--- config.mk ---
export PLATFORM = sky130hd
export DESIGN_NAME = code_verify_seq
export DESIGN_NICKNAME = d
export VERILOG_FILES = /design/src/rtl/verify_pkg.sv /design/src/rtl/verify_ctrl.sv /design/src/rtl/verify_dp.sv /design/src/rtl/code_verify_seq.sv
export SDC_FILE = /design/constraint.sdc
export NUM_CORES = 1
export LEC_CHECK = 0
export ABC_AREA = 1
export BUFFER_PORTS_ARGS = -buffer_cell sky130_fd_sc_hd__buf_2
export CAP_MARGIN = 10
export CORE_ASPECT_RATIO = 0.5
export CORE_MARGIN = 1
export CORE_UTILIZATION = 53
export CTS_CLUSTER_DIAMETER = 60
export DETAILED_ROUTE_END_ITERATION = 12
export GPL_ROUTABILITY_DRIVEN = 0
export PLACE_DENSITY = 0.83
export SLEW_MARGIN = 20
export SYNTH_ARGS = -nofsm -noshare
export SYNTH_HDL_FRONTEND = slang
export SYNTH_SLANG_ARGS = --single-unit
--- constraint.sdc ---
create_clock -name clk -period 1.7 [get_ports clk]
set_input_delay 0 -clock clk [delete_from_list [all_inputs] [get_ports clk]]
set_output_delay 0 -clock clk [all_outputs]
set_load 0.05 [all_outputs]
--- src/rtl/verify_pkg.sv ---
package verify_pkg;

  typedef struct packed {
    logic clrAll;
    logic ldLo;
    logic ldHi;
    logic ldExp;
    logic nextWord;
    logic enterId;
    logic latchFail;
  } seqStrobe_t;

  typedef enum logic [2:0] {
    S_IDLE,
    S_LOAD,
    S_RDLO,
    S_RDHI,
    S_FETCH,
    S_CMP,
    S_FIN
  } seqState_t;

  localparam logic OP_LOAD = 1'b0;
  localparam logic OP_READ = 1'b1;

endpackage

--- src/rtl/verify_ctrl.sv ---
module verify_ctrl
  import verify_pkg::*;
(
  input  logic       clk,
  input  logic       rstN,
  input  logic       start,
  input  logic       cmdDone,
  input  logic       bufAck,
  input  logic       mismatch,
  input  logic       lastWord,
  input  logic       inId,
  output logic       cmdValid,
  output logic       cmdOp,
  output logic       bufReq,
  output logic       busy,
  output logic       done,
  output seqStrobe_t strobe
);

  seqState_t state, nextState;

  always_ff @(posedge clk or negedge rstN) begin
    if (!rstN) state <= S_IDLE;
    else       state <= nextState;
  end

  always_comb begin
    nextState = state;
    strobe    = '0;
    unique case (state)
      S_IDLE, S_FIN: begin
        if (start) begin
          strobe.clrAll = 1'b1;
          nextState     = S_LOAD;
        end
      end
      S_LOAD: if (cmdDone) nextState = S_RDLO;
      S_RDLO: begin
        if (cmdDone) begin
          strobe.ldLo = 1'b1;
          nextState   = S_RDHI;
        end
      end
      S_RDHI: begin
        if (cmdDone) begin
          strobe.ldHi = 1'b1;
          nextState   = S_FETCH;
        end
      end
      S_FETCH: begin
        if (bufAck) begin
          strobe.ldExp = 1'b1;
          nextState    = S_CMP;
        end
      end
      S_CMP: begin
        if (mismatch) begin
          strobe.latchFail = 1'b1;
          nextState        = S_FIN;
        end else if (lastWord) begin
          if (inId) begin
            nextState = S_FIN;
          end else begin
            strobe.enterId = 1'b1;
            nextState      = S_LOAD;
          end
        end else begin
          strobe.nextWord = 1'b1;
          nextState       = S_RDLO;
        end
      end
      default: nextState = S_IDLE;
    endcase
  end

  assign cmdValid = (state == S_LOAD) || (state == S_RDLO) || (state == S_RDHI);
  assign cmdOp    = (state == S_LOAD) ? OP_LOAD : OP_READ;
  assign bufReq   = (state == S_FETCH);
  assign busy     = (state != S_IDLE) && (state != S_FIN);
  assign done     = (state == S_FIN);

endmodule

--- src/rtl/verify_dp.sv ---
module verify_dp
  import verify_pkg::*;
#(
  parameter int              CODE_WORDS = 64,
  parameter int              ID_WORDS   = 4,
  parameter int              PTR_W      = 22,
  parameter logic [PTR_W-1:0] ID_BASE   = 22'h200000,
  parameter int              IDX_W      = 7
) (
  input  logic             clk,
  input  logic             rstN,
  input  seqStrobe_t       strobe,
  input  logic [7:0]       cmdData,
  input  logic [15:0]      bufWord,
  output logic             mismatch,
  output logic             lastWord,
  output logic             inId,
  output logic [PTR_W-1:0] cmdPtr,
  output logic [IDX_W-1:0] bufIndex,
  output logic             error,
  output logic [PTR_W-1:0] failAddr,
  output logic [15:0]      failRead,
  output logic [15:0]      failExpect
);

  localparam int MaxWords = (CODE_WORDS > ID_WORDS) ? CODE_WORDS : ID_WORDS;
  localparam int WordW    = (MaxWords > 1) ? $clog2(MaxWords) : 1;

  logic [7:0]       loByte, hiByte;
  logic [15:0]      expWord;
  logic [WordW-1:0] wordIdx;
  logic [PTR_W-1:0] regionBase, wordAddr;

  assign regionBase = inId ? ID_BASE : '0;
  assign wordAddr   = regionBase + PTR_W'({wordIdx, 1'b0});
  assign cmdPtr     = regionBase;
  assign bufIndex   = inId ? (IDX_W'(CODE_WORDS) + IDX_W'(wordIdx)) : IDX_W'(wordIdx);
  assign mismatch   = {hiByte, loByte} != expWord;
  assign lastWord   = inId ? (wordIdx == WordW'(ID_WORDS - 1))
                           : (wordIdx == WordW'(CODE_WORDS - 1));

  always_ff @(posedge clk or negedge rstN) begin
    if (!rstN) begin
      loByte  <= '0;
      hiByte  <= '0;
      expWord <= '0;
    end else begin
      if (strobe.ldLo)  loByte  <= cmdData;
      if (strobe.ldHi)  hiByte  <= cmdData;
      if (strobe.ldExp) expWord <= bufWord;
    end
  end

  always_ff @(posedge clk or negedge rstN) begin
    if (!rstN) begin
      wordIdx <= '0;
      inId    <= 1'b0;
    end else if (strobe.clrAll) begin
      wordIdx <= '0;
      inId    <= 1'b0;
    end else if (strobe.enterId) begin
      wordIdx <= '0;
      inId    <= 1'b1;
    end else if (strobe.nextWord) begin
      wordIdx <= wordIdx + 1'b1;
    end
  end

  always_ff @(posedge clk or negedge rstN) begin
    if (!rstN) begin
      error      <= 1'b0;
      failAddr   <= '0;
      failRead   <= '0;
      failExpect <= '0;
    end else if (strobe.clrAll) begin
      error      <= 1'b0;
      failAddr   <= '0;
      failRead   <= '0;
      failExpect <= '0;
    end else if (strobe.latchFail) begin
      error      <= 1'b1;
      failAddr   <= wordAddr;
      failRead   <= {hiByte, loByte};
      failExpect <= expWord;
    end
  end

endmodule

--- src/rtl/code_verify_seq.sv ---
module code_verify_seq
  import verify_pkg::*;
#(
  parameter int               CODE_WORDS = 64,
  parameter int               ID_WORDS   = 4,
  parameter int               PTR_W      = 22,
  parameter logic [PTR_W-1:0] ID_BASE    = 22'h200000,
  localparam int              IdxW       = $clog2(CODE_WORDS + ID_WORDS)
) (
  input  logic             clk,
  input  logic             rstN,
  input  logic             start,
  output logic             cmdValid,
  output logic             cmdOp,
  output logic [PTR_W-1:0] cmdPtr,
  input  logic             cmdDone,
  input  logic [7:0]       cmdData,
  output logic             bufReq,
  output logic [IdxW-1:0]  bufIndex,
  input  logic             bufAck,
  input  logic [15:0]      bufWord,
  output logic             busy,
  output logic             done,
  output logic             error,
  output logic [PTR_W-1:0] failAddr,
  output logic [15:0]      failRead,
  output logic [15:0]      failExpect
);

  seqStrobe_t strobe;
  logic       mismatch, lastWord, inId;

  verify_ctrl uCtrl (
    .clk      (clk),
    .rstN     (rstN),
    .start    (start),
    .cmdDone  (cmdDone),
    .bufAck   (bufAck),
    .mismatch (mismatch),
    .lastWord (lastWord),
    .inId     (inId),
    .cmdValid (cmdValid),
    .cmdOp    (cmdOp),
    .bufReq   (bufReq),
    .busy     (busy),
    .done     (done),
    .strobe   (strobe)
  );

  verify_dp #(
    .CODE_WORDS (CODE_WORDS),
    .ID_WORDS   (ID_WORDS),
    .PTR_W      (PTR_W),
    .ID_BASE    (ID_BASE),
    .IDX_W      (IdxW)
  ) uDp (
    .clk        (clk),
    .rstN       (rstN),
    .strobe     (strobe),
    .cmdData    (cmdData),
    .bufWord    (bufWord),
    .mismatch   (mismatch),
    .lastWord   (lastWord),
    .inId       (inId),
    .cmdPtr     (cmdPtr),
    .bufIndex   (bufIndex),
    .error      (error),
    .failAddr   (failAddr),
    .failRead   (failRead),
    .failExpect (failExpect)
  );

endmodule

==> results of run 1 <==
[area by class of cell]
cell class,count,area [sq um]
timing repair buffer,149,1130
tap,108,135
multi-input combinational,311,1830
fill,481,1940
clock inverter,5,77.6
clock buffer,11,243
sequential,82,2060
inverter,42,158
[critical path, cell delays in order (launching register included)]
cell and delay, ps:
dfrtp_1 370, inv_1 110, nand2_1 230, nand3_2 120, o211ai_1 460, nand2_1 180
nand2_1 130, inv_1 50
[cell families (layout without fill, tap and decap cells)]
family	count (synthesis)	after routing
DFF	82	82
adders and majority gates	1	1
muxes	6	6
buffers and inverters	99	207
xor gates and xnor gates	10	10
and+or+nand+nor	205	205
AOI/OAI and AO/OA	53	53
other	1	36
[what timing repair did]
item                                   in CTS  in global routing
endpoints found under the hold margin     112                  0
setup endpoints to repair                   3                 54
hold buffers                               25                  0
pin swaps                                   0                 21
cloned                                      0                  5
buffers inserted                            0                 12
gates resized for setup                     1                 24
[registers in the layout (all words and copies together) (netlist names)]
name / cells
uDp.expWord: 16
uDp.wordIdx: 6
uDp.hiByte: 8
uDp.loByte: 8
uDp.inId: 1
uDp.error: 1
uCtrl.state: 3
uDp.failRead: 16
uDp.failExpect: 16
uDp.failAddr: 7
[power by group]
part / internal [mW] / total (mW) / switching, mW
clock: 1.32 / 2.12 / 0.797
combinational: 1.79 / 5.46 / 3.67
sequential: 2.65 / 3.25 / 0.603
[per-stage QoR]
step | hold WS [ps] | utilization (%)
after floorplan | -296 | -
after global routing | 184 | 74.4
final | 156 | 74.4
after CTS | 135 | 70.8
after detailed placement | -37.7 | 63.2
after global placement | -40.9 | 63.2
[worst min-delay path by stage]
stage,to,cells after the start
after global routing,uDp.expWord[11],3
after CTS,uCtrl.state[0],2
after global placement,uDp.failExpect[7],1
final,uDp.hiByte[7],3
after detailed placement,uDp.failExpect[7],1
after floorplan,uCtrl.state[0],0
[cell usage after synthesis (all sizes together), types with 3 or more instances]
master,number
a21oi,11
buf,50
clkbuf,7
dfrtp,82
inv,42
mux2,6
nand2,93
nand3,73
nand4,6
nor2,29
nor3,3
o21ai,40
xor2,10
[placed cells by master, fill, tap and decap left out, types with 22 or more instances in the layout]
| cell type | synthesis | layout |
|---|---|---|
| dlygate4sd3_1 | 0 | 25 |
| nand3_2 | 35 | 40 |
| conb_1 | 1 | 36 |
| nor2_1 | 25 | 22 |
| inv_1 | 37 | 33 |
| nand3_1 | 38 | 32 |
| nand2_1 | 90 | 86 |
| buf_4 | 38 | 32 |
| buf_2 | 6 | 80 |
| dfrtp_1 | 82 | 79 |
[metal layers]
metal	track usage (%)	routed length, um	vias up
met5	0	0	-
met4	13.1	425	0
met3	6.51	915	44
met2	42.6	5780	198
met1	32.2	4590	1798
li1	-	-	1686
==> parameters.txt, run 1 <==
Parameter                              Value

Clocking
  H-tree levels    3
  CTS Root Buffer Type    clkbuf_16
  Sinks on Clock Net    slightly above 80
  Maximum number of buffers from clock root to sink    2
  TritonCTS buffer count    9
  Clock latency at the later pin of the worst-skew pair    around 350 ps
  CTS tree    built
  Clock transition at the register clock pins on the worst setup and hold paths after CTS    ~60 ps

Synth
  Number of distinct standard cells referenced by the synthesized netlist    29
  Proportion of synthesized chip area in sequential cells    48.0%
  Dominant combinational cell family by area after synthesis    simple AND/OR/NAND/NOR gates
  Fraction of the mapped netlist area in compound gates    around 8.0%
  EDFF count, synth    0
  Adder and majority cell fraction of the synthesized area    less than 1%
  Xor and xnor fraction of the mapped netlist area    roughly 2%
  Post-synthesis average cell area    9.36 sq um
  Synth area leaders    dfrtp_1 (48%), nand3_2 (8.2%), nand2_1 (7.9%), buf_4 (6.7%), nand3_1 (4.4%)
  Dominant cell type by area after synthesis    dfrtp_1
  Most used flip-flop cell after synthesis    dfrtp_1
  Synth top area share    48.0%
  Mux contribution to synthesized area    1.58%
  Simple-gate area share of the yosys netlist    25.7%
  Total of warnings raised by yosys    0
  Share of synthesized registers carrying an async set or reset    100%
  Number of synthesized register bits    around 80
  Post-synth design cell area    0.00428 sq mm
  Post-Syn Instances    457

Hold path
  Hold Path Class    in -> reg
  Worst hold path startpoint    cmdDone

Power and ir drop
  PwrDens    between 1500 and 2000 mW/mm^2
  VDD IR max    0.000989 V
  Leakage power    3.00 nW
  Total power    around 11 mW

Route
  Total routed wirelength    11700 um
  Remaining routing DRC violations    0
  1st-pass router iterations    5
  Per-cell via count in the routed design    5.26
  Via Count    3726
  First DRT Iteration DRCs    ~380
  Drt wl/cell    16.5 um
  Number of nets still failing antenna checks after routing    0

Cells and area
  Syn-to-layout area delta    31.7%
  Final antenna diode count    0
  Area of all placed cells without fillers    0.00563 sq mm
  Count of non-filler cells in the finished layout    708
  Count of nets after finishing    625
  Fraction of layout instances using a drive strength above 1    37.8%

Critical path
  Crit. Startpoint    uCtrl.state[2]
  Termination of the worst setup path    uCtrl.state[1]
  Data arrival time at the worst-slack endpoint    between 1500 and 2000 ps
  Length in cells of the worst reg-to-reg path    7
  Endpoint type of the worst setup path    flip-flop
  Data required, critical path    1940 ps
  Startpoint kind of the worst setup timing path    flip-flop
  End of the worst register-to-register path    uCtrl.state[1]
  Worst Path Class, Setup    reg -> reg
  Origin of the critical flop-to-flop path    uCtrl.state[2]
  Register-to-register path setup slack    -60 ps
  Maximum fanout along the worst path    6

Flow run
  Max-capacitance violation count    0

Timing
  Final cycle utilization of the critical path    103%
  Maximum clock rate    569 MHz
  Clock Skew    8.29 ps
  Sum of negative setup slack    -510 ps
  Slew Limit Fails    0
  Least-Margin Pin Slew    roughly 520 ps
  Rel. slew slack    65.1%
  Setup repair after global routing missed its margin    true
  Final setup violation count    36
  Minimum clock period after layout    1760 ps
  Final hold violation count    0
  Final critical-path setup slack    -56.1 ps

Floorplan
  Cell row count    22
  Height of the die    65.5 um
  Area of the placeable core    0.00757 sq mm
  Initial Utilization    about 56%
  I/O pin cnt    118
  Die extent in x    129 um
  DIE AREA    0.00845 sq mm

Global routing
  Wire length of the first global-routing pass    16000 um
  Via count of the first global-routing pass    3340
  Initial antenna violation count    0
  Global route total overflow    0
  Global-route usage over all layers    25.9%
  Pin count of the biggest net entering global routing    54

Placement
  Placed Instances    650
  Cell area after placement    0.00478 sq mm
  Placement Setup Slack    20.0 ps
  Post-detailed-placement half-perimeter wirelength    6760 um
  Number of input and output port buffers inserted    81

Run status
  Violations in the final reports    negative setup slack
  Result of the run    finished, violations left
Note: power is estimated with default switching activity, not from simulation.
==> inputs of run 2 (changes only) <==
- PLACE_DENSITY: 0.83 -> 0.87
==> run 2 against run 1 <==
Against the previous run: the run still ends with negative setup slack left; routed wire length rose by 19%; sequential power grew 2%; combinational power up 7.0%; worst hold slack got worse by 6.4 ps; final area up 0.80%; sequential cell count unchanged; first-iteration DRC count grew 45%; non-clock buffer count rose by 9; power increased by 4.1%; register-to-register slack got worse by 190 ps; critical path type unchanged; largest power group unchanged; highest routed layer is now met5.
==> parameters.txt, run 2 (synthesis results as in run 1) <==
Parameter                              Value

Floorplan
  Initial Utilization    56.5% (unchanged)
  Area of the placeable core    0.00757 sq mm (unchanged)
  Die extent in x    129 um (unchanged)
  DIE AREA    0.00845 sq mm (unchanged)
  Cell row count    22 (unchanged)
  I/O pin cnt    118 (unchanged)
  Height of the die    65.5 um (unchanged)

Route
  Via Count    4045 (+8.6%)
  Remaining routing DRC violations    0 (unchanged)
  Number of nets still failing antenna checks after routing    0 (unchanged)
  Total routed wirelength    13900 um (+19%)
  Drt wl/cell    19.4 um (+17%)
  1st-pass router iterations    5 (unchanged)
  First DRT Iteration DRCs    548 (+45%)
  Per-cell via count in the routed design    5.65 (+7.3%)

Clocking
  Sinks on Clock Net    82 (unchanged)
  Clock transition at the register clock pins on the worst setup and hold paths after CTS    70 ps (about the same)
  H-tree levels    3 (unchanged)
  CTS tree    built
  CTS Root Buffer Type    clkbuf_16
  Maximum number of buffers from clock root to sink    2 (unchanged)
  TritonCTS buffer count    9 (unchanged)
  Clock latency at the later pin of the worst-skew pair    350 ps (about the same)

Critical path
  Data required, critical path    1970 ps (+30 ps)
  Data arrival time at the worst-slack endpoint    2210 ps (+220 ps)
  Startpoint kind of the worst setup timing path    flip-flop
  Critical Path Slowest Stage Cell    dfrtp_1
  Endpoint type of the worst setup path    flip-flop
  Kind of cell with the highest combined delay on the critical path    simple AND/OR/NAND/NOR gates
  Worst Path Class, Setup    reg -> reg
  Length in cells of the worst reg-to-reg path    11 (+4)
  Critical Path, Cell by Cell    inv_2, nand2_1, nand2_1, nor2_4, nand2_2, nor2_4, nand2_4, nand2_8, buf_12, nand3_1, o21ai_1
  Number of buffer and inverter stages on the critical path    2 (unchanged)
  Maximum fanout along the worst path    16 (+10)
  Logic depth of the worst path, buffers included    11 (+4)
  Critical path's largest stage delay    450 ps (about the same)

Timing
  Hold WS    150 ps (-6.43 ps)
  Final critical-path setup slack    -246 ps (-190 ps)
  Clock Skew    11.9 ps (+3.64 ps)
  Maximum clock rate    514 MHz (-9.8%)
  Final cycle utilization of the critical path    114% (+11 points)
  Final hold violation count    0 (unchanged)
  Sum of negative setup slack    -8180 ps (-7670 ps)
  Final setup violation count    51 (+42%)
  Minimum clock period after layout    1950 ps (+190 ps)
  Setup repair after global routing missed its margin    true
  Slew Limit Fails    0 (unchanged)

Placement
  Number of input and output port buffers inserted    81 (unchanged)
  Post-detailed-placement half-perimeter wirelength    6440 um (-4.8%)
  Cell area after placement    0.00468 sq mm (-2.0%)

Flow run
  Max-capacitance violation count    0 (unchanged)

Power and ir drop
  PwrDens    1990 mW/mm^2 (+3.2%)
  Leakage power    3.00 nW (about the same)
  VDD IR max    0.000838 V (-15%)
  Total power    11.3 mW (+4.1%)

Cells and area
  Commonest cells after routing, fill and taps aside    dfrtp_1 (81), buf_2 (80), nand2_1 (74)
  Area of all placed cells without fillers    0.00567 sq mm (+0.80%)
  Final antenna diode count    0 (unchanged)
  Most common cell after layout, fill and taps aside    dfrtp_1
  Count of nets after finishing    634 (+1.4%)
  Fraction of layout instances using a drive strength above 1    41.1% (+3.3 points)
  Largest registers ranked by flip-flop count    uDp.expWord x16, uDp.failExpect x16, uDp.failRead x16
  Final Core Density    75.0% (+0.60 points)
  Number of filler cells placed in the layout    432 (-10%)
  Syn-to-layout area delta    32.7%

Run status
  Violations in the final reports    negative setup slack
  Result of the run    finished, violations left

Global routing
  Global route total overflow    0 (unchanged)
  Pin count of the biggest net entering global routing    55 (+1.9%)
  Global-route usage over all layers    27.8% (+1.9 points)
  Initial antenna violation count    1 (+1)
  Via count of the first global-routing pass    3441 (+3.0%)
  Wire length of the first global-routing pass    17400 um (+8.4%)

Hold path
  Hold Path Class    in -> async
==> run 2: final timing paths <==
path	start	to	slack [ps]
worst max-delay path	uDp.hiByte[0]	uDp.failRead[3]	-250
worst min-delay path	rstN	uDp.failExpect[6]	150
worst max register to register	uDp.hiByte[0]	uDp.failRead[3]	-250
worst min register to register	uDp.failAddr[2]	uDp.failAddr[2]	510
max in group asynchronous	rstN	uDp.wordIdx[2]	920
min in group clk	start	uCtrl.state[1]	150
==> run 2: per-layer routing <==
metal  part of all wire (%)  global-route usage [%]  vias up
met5                  0.065                       0        -
met4                    5.8                    13.7        2
met3                     12                    7.57       86
met2                     45                    45.6      348
met1                     38                    34.3     1909
li1                       -                       -     1700
==> run 2: layout make-up <==
class                   instances  area, sq um  area share [%]
flip-flops and latches         82         2050            36.2
multi-input cells             311         1860            32.7
repair buffers                158         1170            20.6
clock buffers                  12          236            4.17
inverters                      42          158            2.78
well taps                     108          135            2.38
clock inverters                 3         65.1            1.15
==> run 2: through the flow <==
step | std cells | setup WS (ps)
3_5_place_dp | 637 | -108
5_1_grt | 716 | -269
6_report | 716 | -246
3_3_place_gp | 637 | -99.4
2_1_floorplan | 492 | 7.73
4_1_cts | 682 | 4.33
==> run 2: timing repair <==
action	in CTS	in global routing
gates resized for setup	5	42
hold buffers	25	0
pin swaps	3	22
endpoints found under the hold margin	113	0
setup buffers	5	34
cloned	0	1
endpoints found under the setup margin	24	61
==> run 2: worst reg2reg max path, stage by stage (launching register included) <==
cell and delay [ps]:
dfrtp_1 450, inv_2 90, nand2_1 110, nand2_1 110, nor2_4 110, nand2_2 100, nor2_4 220, nand2_4 110
nand2_8 160, buf_12 180, nand3_1 90, o21ai_1 130
==> run 2: power by group <==
part	switching (mW)	leakage (nW)	internal [mW]	total, mW
Combinational	3.95	1.81	1.89	5.84
Clock	0.822	0.147	1.28	2.10
Sequential	0.678	1.04	2.65	3.32
Total	5.45	3.00	5.81	11.3
==> inputs of run 3 (changes only) <==
- SETUP_SLACK_MARGIN: unset -> 0.15
==> run 3 against run 2 <==
Against the previous run: the run still ends with negative setup slack left; clock skew up 2.9 ps; power up 3.0%; count of clock-buffer cells in the layout up 1; utilization up 1.9 points; worst hold slack worse by 130 ps; sequential cell count unchanged; fmax down 1.0%; critical endpoint is now uDp.failRead[13].
==> parameters.txt, run 3 (synthesis results as in run 1) <==
Parameter                              Value

Clocking
  TritonCTS buffer count    9 (unchanged)
  Sinks on Clock Net    82 (unchanged)
  Clock transition at the register clock pins on the worst setup and hold paths after CTS    70 ps (about the same)
  Maximum number of buffers from clock root to sink    2 (unchanged)
  CTS Root Buffer Type    clkbuf_16
  H-tree levels    3 (unchanged)
  Clock latency at the later pin of the worst-skew pair    350 ps (about the same)
  CTS tree    built

Cells and area
  Final Core Density    76.8% (+1.9 points)
  Area of all placed cells without fillers    0.00581 sq mm (+2.5%)
  Largest registers ranked by flip-flop count    uDp.expWord x16, uDp.failExpect x16, uDp.failRead x16
  Final antenna diode count    0 (unchanged)
  Fraction of layout instances using a drive strength above 1    40.6% (-0.56 points)
  Commonest cells after routing, fill and taps aside    nand2_1 (80), buf_2 (80), dfrtp_1 (74)
  Count of nets after finishing    634 (unchanged)
  Syn-to-layout area delta    36.0%
  Number of filler cells placed in the layout    441 (+2.1%)

Floorplan
  Die extent in x    129 um (unchanged)
  I/O pin cnt    118 (unchanged)
  Cell row count    22 (unchanged)
  Area of the placeable core    0.00757 sq mm (unchanged)
  Initial Utilization    56.5% (unchanged)
  DIE AREA    0.00845 sq mm (unchanged)
  Height of the die    65.5 um (unchanged)

Global routing
  Global-route usage over all layers    32.3% (+4.6 points)
  Global route total overflow    0 (unchanged)
  Initial antenna violation count    0 (-1)
  Pin count of the biggest net entering global routing    54 (-1.8%)
  Wire length of the first global-routing pass    19900 um (+15%)
  Via count of the first global-routing pass    3784 (+10%)

Timing
  Sum of negative setup slack    -8690 ps (-506 ps)
  Final critical-path setup slack    -267 ps (-20.5 ps)
  Final setup violation count    48 (-5.9%)
  Final hold violation count    0 (unchanged)
  Setup repair after global routing missed its margin    true
  Maximum clock rate    508 MHz (-1.0%)
  Clock Skew    14.8 ps (+2.87 ps)
  Final cycle utilization of the critical path    116% (+1.2 points)
  Slew Limit Fails    0 (unchanged)
  Minimum clock period after layout    1970 ps (+20.5 ps)

Power and ir drop
  VDD IR max    0.000905 V (+8.1%)
  Leakage power    3.08 nW (+2.5%)
  Total power    11.6 mW (+3.0%)
  PwrDens    2000 mW/mm^2 (+0.54%)

Hold path
  Worst hold path startpoint    cmdData[4]
  Sink of the worst hold path    uDp.hiByte[4]
  Number of cells on the worst hold path    3
  Hold Path Class    in -> reg

Critical path
  Endpoint type of the worst setup path    flip-flop
  Startpoint kind of the worst setup timing path    flip-flop
  End of the worst register-to-register path    uDp.failRead[13]
  Length in cells of the worst reg-to-reg path    11 (unchanged)
  Data required, critical path    1940 ps (-30 ps)
  Origin of the critical flop-to-flop path    uDp.hiByte[4]
  Worst Path Class, Setup    reg -> reg
  Maximum fanout along the worst path    8 (-8)
  Data arrival time at the worst-slack endpoint    2210 ps (about the same)
  Register-to-register path setup slack    -270 ps (-20 ps)

Route
  First DRT Iteration DRCs    612 (+12%)
  Total routed wirelength    14400 um (+3.2%)
  Drt wl/cell    20.0 um (+3.1%)
  Per-cell via count in the routed design    5.85 (+3.5%)
  1st-pass router iterations    6 (+1)
  Number of nets still failing antenna checks after routing    0 (unchanged)
  Remaining routing DRC violations    0 (unchanged)
  Via Count    4192 (+3.6%)

Placement
  Placement Setup Slack    -69.7 ps (+38.2 ps)
  Cell area after placement    0.00480 sq mm (+2.5%)
  Number of input and output port buffers inserted    81 (unchanged)
  Post-detailed-placement half-perimeter wirelength    6860 um (+6.6%)

Flow run
  Max-capacitance violation count    0 (unchanged)

Run status
  Violations in the final reports    negative setup slack
  Result of the run    finished, violations left
==> run 3: how the worst max path moves through the flow <==
stage / start / end / cells after the start
finish: uDp.hiByte[4] / uDp.failRead[13] / 11
CTS: uDp.hiByte[2] / uDp.wordIdx[0] / 9
global placement: uDp.loByte[1] / uDp.wordIdx[3] / 10
global route: uDp.hiByte[4] / uDp.failRead[13] / 11
detailed placement: uDp.loByte[1] / uDp.wordIdx[3] / 10
floorplan: uCtrl.state[0] / done / 1
==> run 3: cell type report <==
cell class / instances / area, sq um / area share [%]
Clock buffer: 13 / 240 / 4.13
Sequential cell: 82 / 2060 / 35.5
Multi-Input combinational cell: 312 / 1930 / 33.2
Inverter: 42 / 158 / 2.71
Tap cell: 108 / 135 / 2.32
Clock inverter: 3 / 40.0 / 0.689
Timing Repair Buffer: 157 / 1250 / 21.5
==> run 3: repair_timing <==
| item | CTS | global route |
|---|---|---|
| buffers inserted | 10 | 14 |
| gates cloned | 2 | 4 |
| pin swaps | 4 | 15 |
| hold buffers | 24 | 0 |
| setup endpoints to repair | 65 | 83 |
| resized for setup | 15 | 29 |
| hold endpoints to repair | 110 | 0 |
==> run 3: routing by layer <==
metal  wire length [um]  global-route usage, %  share of wire [%]  vias up
met3               1610                   8.88                 11      116
met1               5300                   38.8                 37     2000
met5                 25                      0               0.17        -
met4                978                   22.9                6.8        2
li1                   -                      -                  -     1701
met2               6440                   51.2                 45      373
==> run 3: critical path, stage by stage (launching register included) <==
cell	delay (ps)
dfrtp_1	420
inv_1	110
nand2_1	80
nand2_1	70
nor2_1	170
nand2_1	130
nor2_4	240
nand2_4	130
nand2_4	150
buf_12	140
nand3_2	80
o21ai_2	130
==> run 3: metrics by stage <==
step	hold slack (ps)	cells
2_1_floorplan	-296	492
3_3_place_gp	-60.1	647
4_1_cts	31.8	699
5_1_grt	31.2	717
3_5_place_dp	-61.4	647
6_report	15.2	717
==> run 3: report_power, final <==
| group | total (mW) | switching [mW] | internal, mW | leakage, nW |
|---|---|---|---|---|
| combinational | 6.37 | 4.23 | 2.15 | 1.91 |
| sequential | 3.30 | 0.647 | 2.65 | 1.03 |
| clock | 1.93 | 0.797 | 1.14 | 0.138 |
| total | 11.6 | 5.67 | 5.93 | 3.08 |
